`src/rtl/halt_wake_pkg.sv`:
```
package halt_wake_pkg;

  typedef enum logic [2:0] {
    HS_RUN    = 3'd0,
    HS_STOP   = 3'd1,
    HS_IDLE1  = 3'd2,
    HS_IDLE2  = 3'd3,
    HS_SETTLE = 3'd4
  } hstate_e;

  // reserved code 2'b00 falls back to the lightest idle
  function automatic hstate_e decode_mode(input logic [1:0] mode);
    case (mode)
      2'b01:   return HS_STOP;
      2'b10:   return HS_IDLE1;
      default: return HS_IDLE2;
    endcase
  endfunction

endpackage

```
`src/rtl/hw_wake_qualify.sv`:
```
module hw_wake_qualify
  import halt_wake_pkg::*;
#(
  parameter int unsigned LVL_W    = 3,
  parameter int unsigned NUM_WAKE = 3
) (
  input  hstate_e             state_i,
  input  logic                irq_valid_i,
  input  logic [LVL_W-1:0]    irq_level_i,
  input  logic                irq_async_i,
  input  logic [LVL_W-1:0]    irq_mask_i,
  input  logic                nmi_i,
  input  logic [NUM_WAKE-1:0] wake_src_i,
  output logic                wake_any_o,
  output logic                service_o
);

  logic in_stop, lvl_ok, mask_ok, special;

  assign in_stop = (state_i == HS_STOP);
  assign lvl_ok  = irq_level_i > irq_mask_i;
  // in stop only pin-sourced requests can reach the wake logic
  assign mask_ok = irq_valid_i && lvl_ok && (!in_stop || irq_async_i);
  assign special = |wake_src_i;

  assign service_o  = nmi_i || mask_ok;
  assign wake_any_o = service_o || special;

endmodule

```
`src/rtl/hw_settle_timer.sv`:
```
module hw_settle_timer #(
  parameter int unsigned CNT_W = 8
) (
  input  logic clk_i,
  input  logic rst_ni,
  input  logic clr_i,
  input  logic run_i,
  output logic done_o
);

  logic [CNT_W-1:0] cnt_q;

  always_ff @(posedge clk_i or negedge rst_ni) begin
    if (!rst_ni)     cnt_q <= '0;
    else if (clr_i)  cnt_q <= '0;
    else if (run_i && !done_o) cnt_q <= cnt_q + 1'b1;
  end

  assign done_o = run_i && (&cnt_q);

endmodule

```
`src/rtl/hw_clk_gate_map.sv`:
```
module hw_clk_gate_map
  import halt_wake_pkg::*;
#(
  parameter int unsigned NUM_GRP = 4
) (
  input  hstate_e            state_i,
  output logic [NUM_GRP-1:0] en_o
);

  logic full_on, wake_on;

  assign full_on = (state_i == HS_RUN) || (state_i == HS_IDLE2);
  assign wake_on = full_on || (state_i == HS_IDLE1);

  for (genvar g = 0; g < NUM_GRP; g++) begin : g_grp
    if (g == 0) begin : g_wake
      assign en_o[g] = wake_on;
    end else begin : g_periph
      assign en_o[g] = full_on;
    end
  end

endmodule

```
`src/rtl/halt_wake_ctrl.sv`:
```
module halt_wake_ctrl
  import halt_wake_pkg::*;
#(
  parameter int unsigned SETTLE_LOG2 = 8,
  parameter int unsigned LVL_W       = 3,
  parameter int unsigned NUM_WAKE    = 3,
  parameter int unsigned NUM_GRP     = 4
) (
  input  logic                clk_i,
  input  logic                rst_ni,
  input  logic [1:0]          halt_mode_i,
  input  logic                halt_req_i,
  input  logic                irq_valid_i,
  input  logic [LVL_W-1:0]    irq_level_i,
  input  logic                irq_async_i,
  input  logic [LVL_W-1:0]    irq_mask_i,
  input  logic                nmi_i,
  input  logic [NUM_WAKE-1:0] wake_src_i,
  output logic [2:0]          state_o,
  output logic [NUM_GRP-1:0]  clk_en_o,
  output logic                wake_o,
  output logic                service_o
);

  hstate_e st_q, st_d;
  logic    wake_q, wake_d, svc_q, svc_d;
  logic    from_rst_q, from_rst_d, svc_hold_q, svc_hold_d;
  logic    wk_any, wk_svc, tmr_clr, tmr_done;

  hw_wake_qualify #(.LVL_W(LVL_W), .NUM_WAKE(NUM_WAKE)) u_qual (
    .state_i     (st_q),
    .irq_valid_i (irq_valid_i),
    .irq_level_i (irq_level_i),
    .irq_async_i (irq_async_i),
    .irq_mask_i  (irq_mask_i),
    .nmi_i       (nmi_i),
    .wake_src_i  (wake_src_i),
    .wake_any_o  (wk_any),
    .service_o   (wk_svc)
  );

  hw_settle_timer #(.CNT_W(SETTLE_LOG2)) u_tmr (
    .clk_i  (clk_i),
    .rst_ni (rst_ni),
    .clr_i  (tmr_clr),
    .run_i  (st_q == HS_SETTLE),
    .done_o (tmr_done)
  );

  hw_clk_gate_map #(.NUM_GRP(NUM_GRP)) u_gate (
    .state_i (st_q),
    .en_o    (clk_en_o)
  );

  always_comb begin
    st_d       = st_q;
    wake_d     = 1'b0;
    svc_d      = 1'b0;
    from_rst_d = from_rst_q;
    svc_hold_d = svc_hold_q;
    tmr_clr    = 1'b0;
    unique case (st_q)
      HS_RUN: begin
        if (halt_req_i) st_d = decode_mode(halt_mode_i);
      end
      HS_IDLE1, HS_IDLE2: begin
        if (wk_any) begin
          st_d   = HS_RUN;
          wake_d = 1'b1;
          svc_d  = wk_svc;
        end
      end
      HS_STOP: begin
        if (wk_any) begin
          st_d       = HS_SETTLE;
          tmr_clr    = 1'b1;
          from_rst_d = 1'b0;
          svc_hold_d = wk_svc;
        end
      end
      HS_SETTLE: begin
        // settling after reset resumes silently
        if (tmr_done) begin
          st_d       = HS_RUN;
          wake_d     = !from_rst_q;
          svc_d      = !from_rst_q && svc_hold_q;
          from_rst_d = 1'b0;
        end
      end
      default: st_d = HS_RUN;
    endcase
  end

  always_ff @(posedge clk_i or negedge rst_ni) begin
    if (!rst_ni) begin
      st_q       <= HS_SETTLE;
      wake_q     <= 1'b0;
      svc_q      <= 1'b0;
      from_rst_q <= 1'b1;
      svc_hold_q <= 1'b0;
    end else begin
      st_q       <= st_d;
      wake_q     <= wake_d;
      svc_q      <= svc_d;
      from_rst_q <= from_rst_d;
      svc_hold_q <= svc_hold_d;
    end
  end

  assign state_o   = st_q;
  assign wake_o    = wake_q;
  assign service_o = svc_q;

endmodule

```
`config.mk`:
```
export PLATFORM = sky130hd
export DESIGN_NAME = halt_wake_ctrl
export DESIGN_NICKNAME = d
export VERILOG_FILES = /design/src/rtl/halt_wake_pkg.sv /design/src/rtl/hw_wake_qualify.sv /design/src/rtl/hw_settle_timer.sv /design/src/rtl/hw_clk_gate_map.sv /design/src/rtl/halt_wake_ctrl.sv
export SDC_FILE = /design/constraint.sdc
export NUM_CORES = 1
export LEC_CHECK = 0
export ABC_CLOCK_PERIOD_IN_PS = 2200
export BUFFER_PORTS_ARGS = -buffer_cell sky130_fd_sc_hd__buf_4
export CELL_PAD_IN_SITES_DETAIL_PLACEMENT = 0
export CELL_PAD_IN_SITES_GLOBAL_PLACEMENT = 1
export CORE_MARGIN = 10
export CORE_UTILIZATION = 39
export CTS_CLUSTER_SIZE = 24
export DETAILED_ROUTE_END_ITERATION = 16
export PLACE_DENSITY = 0.85
export REMOVE_ABC_BUFFERS = 1
export SYNTH_ARGS = -nofsm -noshare
export SYNTH_HDL_FRONTEND = slang
export SYNTH_SLANG_ARGS = --single-unit
```
`constraint.sdc`:
```
create_clock -name clk_i -period 2.2 [get_ports clk_i]
set_clock_uncertainty 0.2 [all_clocks]
set_input_delay 0.44 -clock clk_i [delete_from_list [all_inputs] [get_ports clk_i]]
set_output_delay 0.44 -clock clk_i [all_outputs]
set_load 0.005 [all_outputs]
```
# Word level (Yosys, flattened, before mapping)
# Index checks and enable logic that the tools add are counted.
word_totals:
  regBits: 15
  input_bits: 17
  output_inout_bits: 9
  word_cells: 58
classes:
  addsub: 1
  order_cmp: 1
  n_eq_ne: 10
  muxes: 18
  reduce_logical: 22
ops:
  columns: ["operator", "n"]
  rows:
  - ["2-to-1 mux 8 bit", 2]
  - ["2-to-1 mux 3 bit", 4]
  - ["one-hot mux 3 bit (4 select lines)", 1]
  - ["adder 8 x 1 -> 8 bit (second input constant)", 1]
  - ["AND reduction 8 bit", 1]
  - ["2-to-1 mux 1 bit", 7]
  - ["equality test 3 x 2 -> 1 bit (second input constant)", 2]
  - ["one-hot mux 1 bit (2 select lines)", 3]
  - ["logical AND 1 bit", 5]
  - ["logical OR 1 bit", 5]
  - ["inequality test 2 x 1 -> 1 bit (second input constant)", 2]
  - ["inequality test 2 bit (second input constant)", 2]
  - ["one-hot mux 2 bit (2 select lines)", 1]
  - ["AND reduction 4 bit", 1]
  - ["nonzero test 2 bit", 2]
  - ["equality test 3 x 1 -> 1 bit (second input constant)", 1]
  - ["equality test 3 bit (second input constant)", 1]
  - ["> comparator 3 bit", 1]
  - ["zero test 1 bit", 3]
  - ["zero test 3 bit", 1]
  - ["AND reduction 3 bit", 1]
  - ["OR reduction 3 bit", 1]
  - ["equality test 2 x 1 -> 1 bit (second input constant)", 1]
  - ["equality test 2 bit (second input constant)", 1]
  - ["other kinds (2)", 2]

# Longest topological paths before layout
# Gate-level depths: netlist (run 1).
depth:
  depth_word: 9
  mapped_depth: 7
  ltp_nobuf: 6

# Hierarchy
# From an unflattened synthesis (run 1), not the netlist that was laid out.
unflattened:
  hier_cells: 97
  hier_area_um2: 957.2
modules_own_cells:
  columns: ["mod", "n_inst", "cells_per_inst", "area_each_um2", "seq_area_each_um2"]
  rows:
  - ["hw_settle_timer", 1, 50, 473.0, 200.2]
  - ["halt_wake_ctrl", 1, 25, 324.1, 177.7]
  - ["hw_wake_qualify", 1, 14, 108.9, 0.0]
  - ["hw_clk_gate_map", 1, 8, 51.3, 0.0]

# Least setup slack after synthesis (run 1)
# OpenSTA, ideal clock, no wires.
synth_path:
  kind: "register to register"
  startpoint: "register st_q[2] (netlist: state_o[2])"
  endpoint: "register u_tmr.cnt_q[5]"
  setup_time_ns: 0.087
  arrival_ns: 1.671
  required_time_ns: 1.913
  slack_ns: 0.243
  path_stages_with_launch: 6
  n_path_buf: 1
  synth_period_minus_slack_ns: 1.957
  path_cell_list: "dfstp_2 buf_4 nor3b_4 o21ai_2 or4_1 a211oi_2"
synth_between:
  elab_chain_cells: 9
  elab_cells_between_ends: 14
  cone_classes: "eq/ne (2); mux (3); reduce/logical (9)"
synth_rtl:
  columns: ["item", "line", "text"]
  rows:
  - ["start, declared", "halt_wake_ctrl.sv:25", "hstate_e st_q, st_d;"]
  - ["start signal, assigned", "halt_wake_ctrl.sv:102", "st_q <= st_d;"]
  - ["equality test 3 x 1 -> 1 bit", "hw_wake_qualify.sv:20, halt_wake_ctrl.sv:62", null]
  - ["zero test 1 bit", "hw_wake_qualify.sv:23", "assign mask_ok = irq_valid_i && lvl_ok && (!in_stop || irq_async_i);"]
  - ["logical OR 1 bit", "hw_wake_qualify.sv:23", null]
  - ["logical AND 1 bit", "hw_wake_qualify.sv:23", null]
  - ["logical OR 1 bit", "hw_wake_qualify.sv:26", "assign service_o = nmi_i || mask_ok;"]
  - ["logical OR 1 bit", "hw_wake_qualify.sv:27", "assign wake_any_o = service_o || special;"]
  - ["2-to-1 mux 1 bit", "halt_wake_ctrl.sv:74", "if (wk_any) begin"]
  - ["2-to-1 mux 1 bit", "halt_wake_ctrl.sv:62", "unique case (st_q)"]
  - ["2-to-1 mux 8 bit / nonzero test 2 bit (equally long branches)", null, null]
  - ["end signal, assigned", "hw_settle_timer.sv:16", "else if (run_i && !done_o) cnt_q <= cnt_q + 1'b1;"]
  - ["end, declared", "hw_settle_timer.sv:11", "logic [CNT_W-1:0] cnt_q;"]
# Several ways; a longest one is shown, not always the timed one.
# A chain may end at the register's enable or synchronous reset.

# Final worst setup path (run 1)
layout_path:
  startpoint: "register st_q[2] (netlist: state_o[2])"
  endpoint: "register u_tmr.cnt_q[6]"
# The elaborated chain is that of the path after synthesis.

==> results of run 1 <==
-- through the flow --
step | area (sq um) | hold WS (ns) | std cells | setup TNS, ns | power [mW]
floorplan | 923 | -0.0556 | 90 | -0.239 | 0.677
global placement | 1180 | 0.103 | 149 | 0 | 0.893
detailed placement | 1180 | 0.103 | 149 | 0 | 0.903
CTS | 1210 | 0.207 | 154 | 0 | 1.07
global route | 1210 | 0.216 | 154 | 0 | 1.13
finish | 1210 | 0.215 | 154 | 0 | 1.05
-- kinds of logic (layout without fill, tap and decap cells) --
logic type | after synthesis | in the layout | share of synthesized area
adders and majority gates | 4 | 4 | 0.0512
AOI/OAI and AO/OA | 21 | 21 | 0.175
buffers and inverters | 13 | 40 | 0.0781
DFF | 15 | 15 | 0.387
and+or+nand+nor | 39 | 39 | 0.261
muxes | 2 | 2 | 0.0205
xor gates and xnor gates | 3 | 3 | 0.0269
-- synthesized netlist by cell type, types with 2 or more instances --
| cell | n |
|---|---|
| inv_1 | 6 |
| or4_1 | 2 |
| dfrtp_1 | 13 |
| nor2_1 | 3 |
| nor2b_1 | 2 |
| dfstp_2 | 2 |
| o31ai_1 | 2 |
| buf_4 | 5 |
| a211oi_2 | 2 |
| a211oi_1 | 3 |
| o21ai_0 | 3 |
| xor2_1 | 2 |
| ha_1 | 4 |
| nand3_1 | 5 |
| or3b_1 | 2 |
| nor3_1 | 8 |
| nand2_1 | 4 |
| mux2i_1 | 2 |
-- registers in the layout (all words and copies together), names as in the netlist --
signal	cells
u_tmr.cnt_q	8
state_o	3
from_rst_q	1
service_o	1
svc_hold_q	1
wake_o	1
-- path summary, 6_finish.rpt --
check	from	endpoint	slack, ns	cells past startpoint
min in group asynchronous	rst_ni	u_tmr.cnt_q[5]	0.33	2
max in group asynchronous	rst_ni	from_rst_q	1.23	2
max reg2reg	state_o[2]	u_tmr.cnt_q[6]	0.20	4
min reg2reg	from_rst_q	from_rst_q	0.28	2
min	halt_mode_i[1]	state_o[1]	0.22	3
max	state_o[2]	u_tmr.cnt_q[6]	0.20	4
-- area by class of cell --
class | instances | area [sq um]
timing repair buffer | 30 | 228
clock buffer | 4 | 26.3
fill | 227 | 1220
multi-input combinational | 69 | 523
inverter | 6 | 22.5
tap | 30 | 37.5
sequential | 15 | 378
-- power groups by stage --
stage          Sequential [mW]  Combinational (mW)  Clock, mW
6_report                 0.445               0.446      0.156
5_1_grt                  0.461               0.495      0.178
4_1_cts                  0.445               0.456      0.164
3_5_place_dp             0.450               0.453          0
3_3_place_gp             0.449               0.444          0
2_1_floorplan            0.430               0.247          0
-- metal layers --
layer / wire, microns / GRT usage
met1: 921 / 0.110
met2: 1030 / 0.138
met3: 145 / 0.0325
met4: 59 / 0.0592
met5: 0 / 0
-- worst max-delay path, stage by stage, from the launching register on --
cell and delay, ns:
dfstp_2 0.63, nor3b_4 0.24, o21ai_2 0.11, or4_1 0.49, a211oi_2 0.24
-- cells in the final DEF, fill, tap and decap left out, types with 4 or more instances in the layout --
cell type	n
inv_1	6
nand3_1	5
dfrtp_1	13
buf_4	29
nor3_1	8
nand2_1	4
ha_1	4
-- repair_timing --
action,CTS,global route
hold buffers,1,0
resized for setup,0,0
setup buffers,0,0
endpoints found under the hold margin,13,0
==> run summary, run 1 <==
The area growth from synthesis to layout is 24.3%. The number of distinct library cells after synthesis was 45. The layout cell share with drive strength beyond 1 is 0.363.

The tools report the via count of the first global-routing pass as 836. The tools report the number of H-tree levels as 1. Entering global routing, the biggest net connects 16 pins. The net switching power figure came out at 0.375 mW. Summed over all layers, the routed wires come to 2.16 mm.

The run gives 0 as the initial antenna violation count. IR analysis of the VDD net gives a maximum drop of 0.466 mV. The final count of hold timing violations is 0. The setup path with the least slack is of type flop to flop.

The cell chosen for the clock root is clkbuf_4. In the final design database the tool counted 146 nets. The run gives 0.149 as the proportion of power drawn by the clock network.

Setup violations remaining at the end of the flow were counted as 0. The congestion estimate from routability-driven global placement came to 0.778. The tools report the final critical-path setup slack as 0.201 ns.

The register bit total from synthesis works out to 15. The pin slew with the least headroom to its limit was 0.354 ns. dfrtp_1 takes more of the synthesized area than any other cell. The run finished with clean final reports.

For the worst relative slew slack, the log shows 0.762. The die is 70.1 microns tall. The clock latency of the later-clocked register in the worst-skew pair came out at 0.28 ns.

The cell count after synthesis is 97, and the total CTS buffers is 3. By area the synthesized netlist is led by dfrtp_1 33%, dfstp_2 5.4%, ha_1 5.1%, nor3_1 4.1%, buf_4 3.8%. The logs give 0.499 for the utilization after layout and 0.402 for the starting density of the core. The core region is 2430 sq um. After the first detailed-routing iteration, the DRC count stood at 24.

Clock-pin slew was measured on the worst setup and hold paths at 0.08 ns. The average cell area after synthesis works out to 10.1 sq um. The routed layout has 833 vias.

The run gives 0.0926 as the overall routing resource usage. Number of buffer cells added on primary ports: 25. Across the run, the number of max-cap violations was 0. The cell area that synthesis handed to floorplanning was 977 sq um.

In the synthesized netlist the dominant register cell turns out to be dfrtp_1. For this design, the sink count on the clock tree is 15. The fraction of power consumed by combinational cells came out at 0.426.

OpenSTA, run right after detailed placement, puts the worst setup slack at 0.126 ns. The number of warnings issued by yosys is 0. The count of standard-cell rows came out at 18. Setup repair after global routing left no endpoint under its margin. The I/O pin total was 26. The net switching share of the total power is 0.358. Proportion of register bits with asynchronous set or reset after synthesis: 1.00. 0 antenna diodes ended up in the layout.

The first-pass GRT wire length is 3.82 mm, and the die outline area is 4910 sq um. The overall overflow remaining after global route came out at 0. Fraction of the cycle the final worst path needs: 0.909. TritonCTS built the clock tree. In this run the deepest clock path goes through 2 buffers. For this run, design rule violations remaining after detail routing come to 0. At the worst endpoint, the arrival time is 2.00 ns. Count of antenna-violating nets left after detailed routing: 0. The tools report the startpoint type of the worst setup path as a flop.

Endpoint required time on the critical path: 2.20 ns. Along the worst path, the maximum fanout reaches 10. The internal power of the cells totals 0.672 mW.

The share of power burned in registers was 0.425; the static leakage was 0.542 nW. The average wire length per cell after detail routing works out to 14.0 microns. The max-slew violation count was 0; the detailed-routing iteration count for the pre-antenna-repair pass was 4. The worst setup path is captured at a flop. The per-cell via count in the routed design is 5.41. For this design the ratio of total power to cell area is 862 nW/um^2. For this run, the top clock speed supported by timing is 500 MHz.

The die width was 70.1 microns. Type of the most critical hold path: input port to flop. Final critical delay including setup and external delays: 2.00 ns. Sequential area share after synthesis: 0.387. The fraction of synthesized cell area taken by the top area cell type works out to 0.333.

The number of synthesized flops with an enable pin works out to 0. Sum of net half-perimeters after detailed placement: 1.77 mm.
(Power assumes the default switching activity.)
==> run 2, diff against run 1 <==
- CELL_PAD_IN_SITES_DETAIL_PLACEMENT: 0 -> 1
- CELL_PAD_IN_SITES_GLOBAL_PLACEMENT: 1 -> 2
- CORE_UTILIZATION: 39 -> 31
- PLACE_DENSITY: 0.85 -> 0.84
==> run summary, run 2 (synthesis gave the netlist of run 1 again) <==
Cell with the largest stage delay on the worst path: dfstp_2 (unchanged). Setup repair after global routing left no endpoint under its margin. The number of buffer cells added on primary ports is 25 (unchanged).

The type of the worst setup path was flop to flop (unchanged). Count of antenna-violating nets left after detailed routing: 0 (unchanged). The tools report the number of H-tree levels as 1 (unchanged). The most common library cell in the layout ignoring fill and taps was buf_4 (unchanged). The number of max-capacitance violations reported was 0 (unchanged). Type of the most critical hold path: input port to flop (unchanged). The average wire length per cell after detail routing is 15.1 microns (was 14.0 microns), and the count of final setup violators is 0 (unchanged). The dominant delay contributor by cell family on the critical path was simple AND/OR/NAND/NOR gates (unchanged). CP Cell Sequence: nor3b_4 -> o21ai_2 -> or4_1 -> a211oi_2 (unchanged).

The logs give 484 MHz (was 500 MHz) for the highest attainable clock frequency and 0.134 ns (was 0.201 ns) for the final critical-path setup slack. The worst-path maximum fanout is 10 (unchanged), and the via count of the first global-routing pass is 918 (was 836). Path depth of the worst reg2reg path: 4 (unchanged). The detailed-routing iteration count for the pre-antenna-repair pass is 4 (unchanged), and the first-pass GRT wire length is 4.24 mm (was 3.82 mm). The final critical delay including setup and external delays works out to 2.07 ns (was 2.00 ns).

The total via count after detailed routing is 879 (was 833), and the violation count after the first detailed-route iteration is 53 (was 24). The summed negative setup slack over all endpoints was 0 ns (unchanged); the maximum single-stage delay on the critical path was 0.63 ns (about the same). The tools report the pin count of the biggest net entering global routing as 16 (unchanged). The run gives 26 (unchanged) as the I/O pin total. Commonest cells after routing, fill and taps aside: 30 x buf_4, 13 x dfrtp_1, 8 x nor3_1 (was 29 x buf_4, 13 x dfrtp_1, 8 x nor3_1). The run gives 2.02 mm (was 1.77 mm) as the sum of net half-perimeters after detailed placement. The run gives 0.390 mW (was 0.375 mW) as the net switching power figure. The core area is 3030 sq um (was 2430 sq um), and the cell count of the worst hold path is 3 (unchanged). The run gives 2.55 mm (was 2.16 mm) as the routed wire length.

Die outline area: 5800 sq um (was 4910 sq um). The startpoint type of the worst setup path is a flop (unchanged). The post-synthesis to final-layout area growth works out to 26.9% (was 24.3%).

The run gives 147 (was 146) as the count of nets after finishing. The clock slew seen by the registers of the worst setup and hold paths was 0.09 ns (was 0.08 ns); the max-slew violation count was 0 (unchanged). The register with the most flip-flops is u_tmr.cnt_q (unchanged). The total CTS buffers is 3 (unchanged).

For the number of buffers on the longest clock path, the log shows 2 (unchanged). The final count of hold timing violations was 0 (unchanged). TritonCTS built the clock tree. The count of standard-cell rows was 20 (was 18); the total power density per cell area was 859 nW/um^2 (was 862 nW/um^2). The static leakage is 0.548 nW (was 0.542 nW), and the initial antenna violation count is 0 (unchanged). The run finished with clean final reports.

The fraction of power consumed by combinational cells came out at 0.437 (was 0.426). The logs give 0 (unchanged) for the antenna diode count and 0.152 (was 0.149) for the proportion of power drawn by the clock network. The tools report the endpoint class of the critical path as a flop (unchanged). The per-cell via count in the routed design is 5.20 (was 5.41).

The endpoint required time on the critical path is 2.20 ns (about the same), and the layout cell share with drive strength beyond 1 is 0.368 (was 0.363). The number of logic stages on the critical path including buffering is 4 (unchanged). The run gives 0.726 (was 0.778) as the final weighted congestion in routability-driven placement. Vertical die dimension: 76.1 microns (was 70.1 microns). For the filler-free cell count of the finished design, the log shows 169 (was 154). Overall routing resource usage: 0.0856 (was 0.0926). The logs give 0.411 (was 0.425) for the share of power burned in registers and 0 (unchanged) for the number of gates given a new drive strength after cts.

Pin slew with the least headroom to its limit: 0.406 ns (was 0.354 ns). The fraction of the cycle the final worst path needs is 0.939 (was 0.909). The overall overflow remaining after global route is 0 (unchanged), and the post-detailed-route DRC marker count is 0 (unchanged). The post-CTS setup-driven buffer insertion count is 0 (unchanged), and the net switching share of the total power is 0.366 (was 0.358). The worst-case setup slack after placement was 0.110 ns (was 0.126 ns). The clock latency of the later-clocked register in the worst-skew pair is 0.29 ns (was 0.28 ns).

The worst hold slack was 0.216 ns (was 0.215 ns); the die width was 76.1 microns (was 70.1 microns). The count of buffer and inverter cells on the critical path works out to 0 (unchanged). The cell count after placement was 164 (was 149).

The cell-internal power came out at 0.675 mW (was 0.672 mW). The starting density of the core was 0.323 (was 0.402). The post-cts hold buffer count is 1 (unchanged), and the flip-flop count of the largest register, all copies and words added is 8 (unchanged). The arrival time at the worst endpoint is 2.07 ns (was 2.00 ns). The cell chosen for the clock root was clkbuf_4 (unchanged). The peak supply drop was 0.209 mV (was 0.466 mV). For the worst relative slew slack, the log shows 0.727 (was 0.762). The number of clock sinks was 15 (unchanged).
run 2: changes by cell type in the layout (fill, tap and decap cells not counted):
cell / change
buf_4: +1
run 2: power groups by stage:
stage / Combinational [mW] / Clock [mW] / Sequential (mW)
2_1_floorplan: 0.247 / 0 / 0.430
3_3_place_gp: 0.456 / 0 / 0.439
3_5_place_dp: 0.472 / 0 / 0.444
4_1_cts: 0.477 / 0.167 / 0.439
5_1_grt: 0.511 / 0.190 / 0.452
6_report: 0.465 / 0.162 / 0.438
run 2: cell type report:
type,instances,area (sq um)
Inverter,6,22.5
Clock buffer,4,26.3
Timing Repair Buffer,31,235
Fill cell,361,1790
Sequential cell,15,378
Multi-Input combinational cell,69,523
Tap cell,44,55.1
run 2: worst paths after layout:
path | start | endpoint | slack (ns)
min | halt_mode_i[1] | state_o[1] | 0.22
max reg2reg | state_o[2] | u_tmr.cnt_q[5] | 0.13
min reg2reg | from_rst_q | from_rst_q | 0.29
max | state_o[2] | u_tmr.cnt_q[5] | 0.13
max in group asynchronous | rst_ni | state_o[2] | 1.22
min in group asynchronous | rst_ni | u_tmr.cnt_q[7] | 0.34
run 2: per-layer routing:
| metal | GRT usage | part of all wire | routed length [microns] |
|---|---|---|---|
| met4 | 0.0390 | 0.017 | 44 |
| met1 | 0.103 | 0.43 | 1100 |
| met5 | 0 | 0 | 0 |
| met2 | 0.141 | 0.50 | 1280 |
| met3 | 0.0200 | 0.048 | 122 |
run 2: tightest hold or removal path, cell delays in order:
cell	delay (ns)
buf_4	0.08
nor2b_1	0.04
o32ai_1	0.10
run 2: through the flow:
stage | instance area (sq um) | util | power, mW
floorplan | 923 | - | 0.677
global placement | 1200 | 0.398 | 0.895
CTS | 1240 | 0.410 | 1.08
finish | 1240 | 0.410 | 1.06
global route | 1240 | 0.410 | 1.15
detailed placement | 1200 | 0.398 | 0.916
